## config.mk

```make
export PLATFORM = sky130hd
export DESIGN_NAME = rx_skip_decim
export DESIGN_NICKNAME = d
export VERILOG_FILES = /design/src/rtl/rx_skip_pkg.sv /design/src/rtl/rx_skip_sel_decode.sv /design/src/rtl/rx_skip_phase.sv /design/src/rtl/rx_skip_out_stage.sv /design/src/rtl/rx_skip_decim.sv
export SDC_FILE = /design/constraint.sdc
export NUM_CORES = 1
export LEC_CHECK = 0
export BUFFER_PORTS_ARGS = -buffer_cell sky130_fd_sc_hd__buf_2
export CAP_MARGIN = 20
export CORE_ASPECT_RATIO = 0.9
export CORE_MARGIN = 2
export CORE_UTILIZATION = 41
export CTS_CLUSTER_SIZE = 25
export DETAILED_ROUTE_END_ITERATION = 7
export GPL_TIMING_DRIVEN = 0
export PLACE_DENSITY = 0.67
export SLEW_MARGIN = 40
export SYNTH_ARGS = -nofsm -noshare
export SYNTH_HDL_FRONTEND = slang
export SYNTH_SLANG_ARGS = --single-unit
```

## constraint.sdc

```tcl
create_clock -name clk -period 2.1 [get_ports clk]
set_clock_uncertainty 0.15 [all_clocks]
set_input_delay 0.21 -clock clk [delete_from_list [all_inputs] [get_ports clk]]
set_output_delay 0.21 -clock clk [all_outputs]
set_load 0.02 [all_outputs]
```

## src/rtl/rx_skip_pkg.sv

```systemverilog
package rx_skip_pkg;
  localparam int SEL_W = 3;
  localparam int CNT_W = SEL_W;

  // The selector carries the complement of the number of pairs dropped per kept pair.
  function automatic logic [CNT_W-1:0] sel_to_skip(input logic [SEL_W-1:0] sel);
    return ~sel;
  endfunction

  // Next value of the modulo phase count: advances only on a valid pair and
  // wraps to zero once it has reached the skip count.
  function automatic logic [CNT_W-1:0] phase_next(input logic [CNT_W-1:0] cnt,
                                                  input logic [CNT_W-1:0] skip,
                                                  input logic adv);
    if (!adv) return cnt;
    if (cnt == skip) return '0;
    return cnt + {{(CNT_W-1){1'b0}}, 1'b1};
  endfunction
endpackage

```

## src/rtl/rx_skip_sel_decode.sv

```systemverilog
module rx_skip_sel_decode
  import rx_skip_pkg::*;
(
  input  logic             clk,
  input  logic             rst,
  input  logic [SEL_W-1:0] dec_sel,
  output logic [CNT_W-1:0] skip_cnt,
  output logic             sel_changed
);
  logic [SEL_W-1:0] sel_q;

  always_ff @(posedge clk) begin
    sel_q <= dec_sel;
  end

  // Reset also restarts the phase, so the comparison is masked while in reset.
  assign sel_changed = !rst && (dec_sel != sel_q);
  assign skip_cnt    = sel_to_skip(dec_sel);
endmodule

```

## src/rtl/rx_skip_phase.sv

```systemverilog
module rx_skip_phase
  import rx_skip_pkg::*;
(
  input  logic             clk,
  input  logic             rst,
  input  logic             in_valid,
  input  logic [CNT_W-1:0] skip_cnt,
  input  logic             restart,
  output logic             take
);
  logic [CNT_W-1:0] cnt_q;
  logic [CNT_W-1:0] cnt_eff;

  assign cnt_eff = restart ? '0 : cnt_q;
  assign take    = in_valid && (cnt_eff == '0);

  always_ff @(posedge clk) begin
    if (rst) cnt_q <= '0;
    else     cnt_q <= phase_next(cnt_eff, skip_cnt, in_valid);
  end
endmodule

```

## src/rtl/rx_skip_out_stage.sv

```systemverilog
module rx_skip_out_stage #(
  parameter int SAMPLE_W = 12
) (
  input  logic                clk,
  input  logic                rst,
  input  logic                take,
  input  logic [SAMPLE_W-1:0] in_i,
  input  logic [SAMPLE_W-1:0] in_q,
  output logic                out_valid,
  output logic [SAMPLE_W-1:0] out_i,
  output logic [SAMPLE_W-1:0] out_q
);
  localparam int LANES = 2;

  logic [LANES-1:0][SAMPLE_W-1:0] lane_d;
  logic [LANES-1:0][SAMPLE_W-1:0] lane_q;

  assign lane_d = {in_q, in_i};

  // Both lanes share one load enable so a pair is never split.
  for (genvar g = 0; g < LANES; g++) begin : g_lane
    always_ff @(posedge clk) begin
      if (rst)       lane_q[g] <= '0;
      else if (take) lane_q[g] <= lane_d[g];
    end
  end

  always_ff @(posedge clk) begin
    if (rst) out_valid <= 1'b0;
    else     out_valid <= take;
  end

  assign out_i = lane_q[0];
  assign out_q = lane_q[1];
endmodule

```

## src/rtl/rx_skip_decim.sv

```systemverilog
module rx_skip_decim
  import rx_skip_pkg::*;
#(
  parameter int SAMPLE_W = 12
) (
  input  logic                clk,
  input  logic                rst,
  input  logic                in_valid,
  input  logic [SAMPLE_W-1:0] in_i,
  input  logic [SAMPLE_W-1:0] in_q,
  input  logic [SEL_W-1:0]    dec_sel,
  output logic                out_valid,
  output logic [SAMPLE_W-1:0] out_i,
  output logic [SAMPLE_W-1:0] out_q
);
  logic [CNT_W-1:0] skip_w;
  logic             sel_changed_w;
  logic             take_w;

  rx_skip_sel_decode u_decode (
    .clk        (clk),
    .rst        (rst),
    .dec_sel    (dec_sel),
    .skip_cnt   (skip_w),
    .sel_changed(sel_changed_w)
  );

  rx_skip_phase u_phase (
    .clk     (clk),
    .rst     (rst),
    .in_valid(in_valid),
    .skip_cnt(skip_w),
    .restart (sel_changed_w),
    .take    (take_w)
  );

  rx_skip_out_stage #(.SAMPLE_W(SAMPLE_W)) u_out (
    .clk      (clk),
    .rst      (rst),
    .take     (take_w),
    .in_i     (in_i),
    .in_q     (in_q),
    .out_valid(out_valid),
    .out_i    (out_i),
    .out_q    (out_q)
  );
endmodule

```

==> qor.txt <==
Tot Pwr - 1.45 mW
Pwr dens - 672 nW/um2
Clock-pin slew on the worst setup and hold paths - 0.06 ns
Post-route insts no fill - 273
Status - finished, final reports clean
Post-Syn Nets - 190
# IOs - 55
Setup CP Type - flop to flop
Total of max-cap violations - 0
Drt via density - 4.63
Final GP Congestion - 0.750
Die W - 70.0 um
Via count - 1263
Inst Count DP - 258
#FFs+latches synth - 31
CTS Buffer Depth - 2
H-tree levels - 2
Root buffer cell - clkbuf_8
Placed wire-length estimate - 2260 um
Initial antenna violation count - 0
DR iter-0 viols - 42
Synth async-reset ratio - 0%
WHS - 0.0379 ns
Slew HR - 70.0%
LEAKAGE - 0.998 nW
Num CTS Buffers - 5
Hold/Removal Path Class - input pin to flop
Final hold violations - 0
Layout fillers - 351
Largest net degree at the start of global routing - 11
Nets - 259
Post-synth top cells - 48 x nand2b_1, 31 x dfxtp_1, 24 x mux2i_1
Core area - 3730 um2
Routed wire per std cell - 11.3 um
DRT antenna net count - 0
CTS tree - built
Worst Setup End Kind - flop
Clock latency on the worst-skew pair - 0.27 ns
Ys flop type - dfxtp_1
Syn. warnings - 0
Dominant cell type by area after synthesis - dfxtp_1
Buffers on Ports - 54
Share of cells above drive strength 1 - 34.4%
Synth Instances - 158
Rows - 21
Setup TNS - 0 ns
Top cells by area, synth - dfxtp_1 39%, nand2b_1 19%, mux2i_1 15%, xnor2_2 3.0%, buf_12 2.5%
Die area - 4440 um2
Diode count - 0
Slew Viols, Final - 0
Pre-Repair DR Iteration Count - 4
First-pass GRT wire length - 5200 um
Most frequent cell after synthesis - nand2b_1
CTS Sinks - 31
Final Cycle Share - 92.6%
Initial core utilization - 43.1%
Unique cell type count in the Yosys netlist - 33
Data arrival, critical path - 2.00 ns
DRC - 0
Post-synthesis sequential area ratio - 38.6%
Post-Synthesis Cell Area - 1610 um2
Final Setup Violations - 0
EDFF count, synth - 0
Max IR drop VDD - 0.357 mV
Vias in the first global route - 1149
Unrepaired setup endpoints after global routing - false
Final WL - 3080 um
Area Overhead vs Synth - 34.0%
Final core occ - 57.8%
Slew @ Worst Pin - 0.450 ns
DIE HEIGHT - 63.4 um
CP startpoint kind - flop
GRT overflow - 0
Tot GR Track Use - 14.8%
Minimum clock period - 1.94 ns
Fmax - 0.514 GHz
Data required, critical path - 2.15 ns
Share of the synthesized area in the top cell type - 38.6%
Worst-path fanout max - 10
Mapped Avg Cell Area - 10.2 um2
-- path summary, 6_finish.rpt --
| path | startpoint | endpoint | slack (ns) | cells after the start |
|---|---|---|---|---|
| worst max-delay path | u_decode.sel_q[2] | u_out.out_q[6] | 0.16 | 9 |
| worst min-delay path | in_i[8] | u_out.out_i[8] | 0.04 | 3 |
| worst max register to register | u_decode.sel_q[2] | u_out.out_q[6] | 0.16 | 9 |
| worst min register to register | u_out.out_q[1] | u_out.out_q[1] | 0.32 | 2 |
-- layer usage --
layer	track usage [%]	share of wire [%]	vias up
met5	0	0	-
met4	5.05	0.75	0
met3	6.40	7.5	4
met2	21.3	42	37
met1	19.8	49	550
li1	-	-	672
-- cell families after synthesis --
kind of cell / Yosys count / synth area share, %
adder cells (fa/ha/maj): 2 / 1.55
AND/OR/NAND/NOR: 70 / 27.3
buffers and inverters: 12 / 4.82
multiplexers: 24 / 14.9
XOR/XNOR: 6 / 4.67
AO/OA/AOI/OAI: 13 / 8.17
flip-flops: 31 / 38.6
-- power by group --
part	switching [mW]	internal (mW)	total [mW]
Combinational	0.168	0.168	0.336
Clock	0.200	0.256	0.457
Sequential	0.0246	0.631	0.656
Total	0.393	1.06	1.45
-- registers in the layout, summed over array words and instances (netlist names) --
name             count
u_decode.sel_q       3
u_out.out_i         12
u_out.out_q         12
u_out.out_valid      1
u_phase.cnt_q        3
-- worst max-delay path, stage by stage, from the launching register on --
cell     delay, ns
dfxtp_1       0.35
xnor2_4       0.17
a31o_4        0.27
nand2_1       0.10
ha_1          0.15
nand2_1       0.08
a21oi_4       0.14
buf_12        0.14
buf_12        0.14
mux2i_1       0.18
-- per-stage QoR --
stage | area [um2] | setup slack, ns
final | 2160 | 0.156
after global routing | 2160 | 0.0262
after CTS | 2050 | 0.0294
after detailed placement | 1940 | -0.0316
after global placement | 1940 | -0.0183
after floorplan | 1610 | 0.203
-- cell usage in the layout (no fill, tap or decap), types with 4 or more instances in the layout --
master / n
clkbuf_8: 6
buf_2: 54
nand2b_1: 48
mux2i_1: 24
inv_1: 4
dfxtp_1: 31
clkbuf_1: 6
nand2_1: 5
-- repair_timing --
action	in CTS	in global routing
hold endpoints to repair	3	0
gates resized for setup	0	3
endpoints found under the setup margin	0	20
setup buffers	0	4
hold buffers	3	0
-- cell type report --
cell class	count	area [um2]	share of cell area [%]
multi-input combinational	115	945	43.8
sequential	31	621	28.8
timing repair buffer	62	368	17.1
clock buffer	6	82.6	3.83
buffer	8	62.6	2.90
tap	46	57.6	2.67
inverter	4	15.0	0.696
clock inverter	1	5.00	0.232
Note: power is estimated with default switching activity, not from simulation.
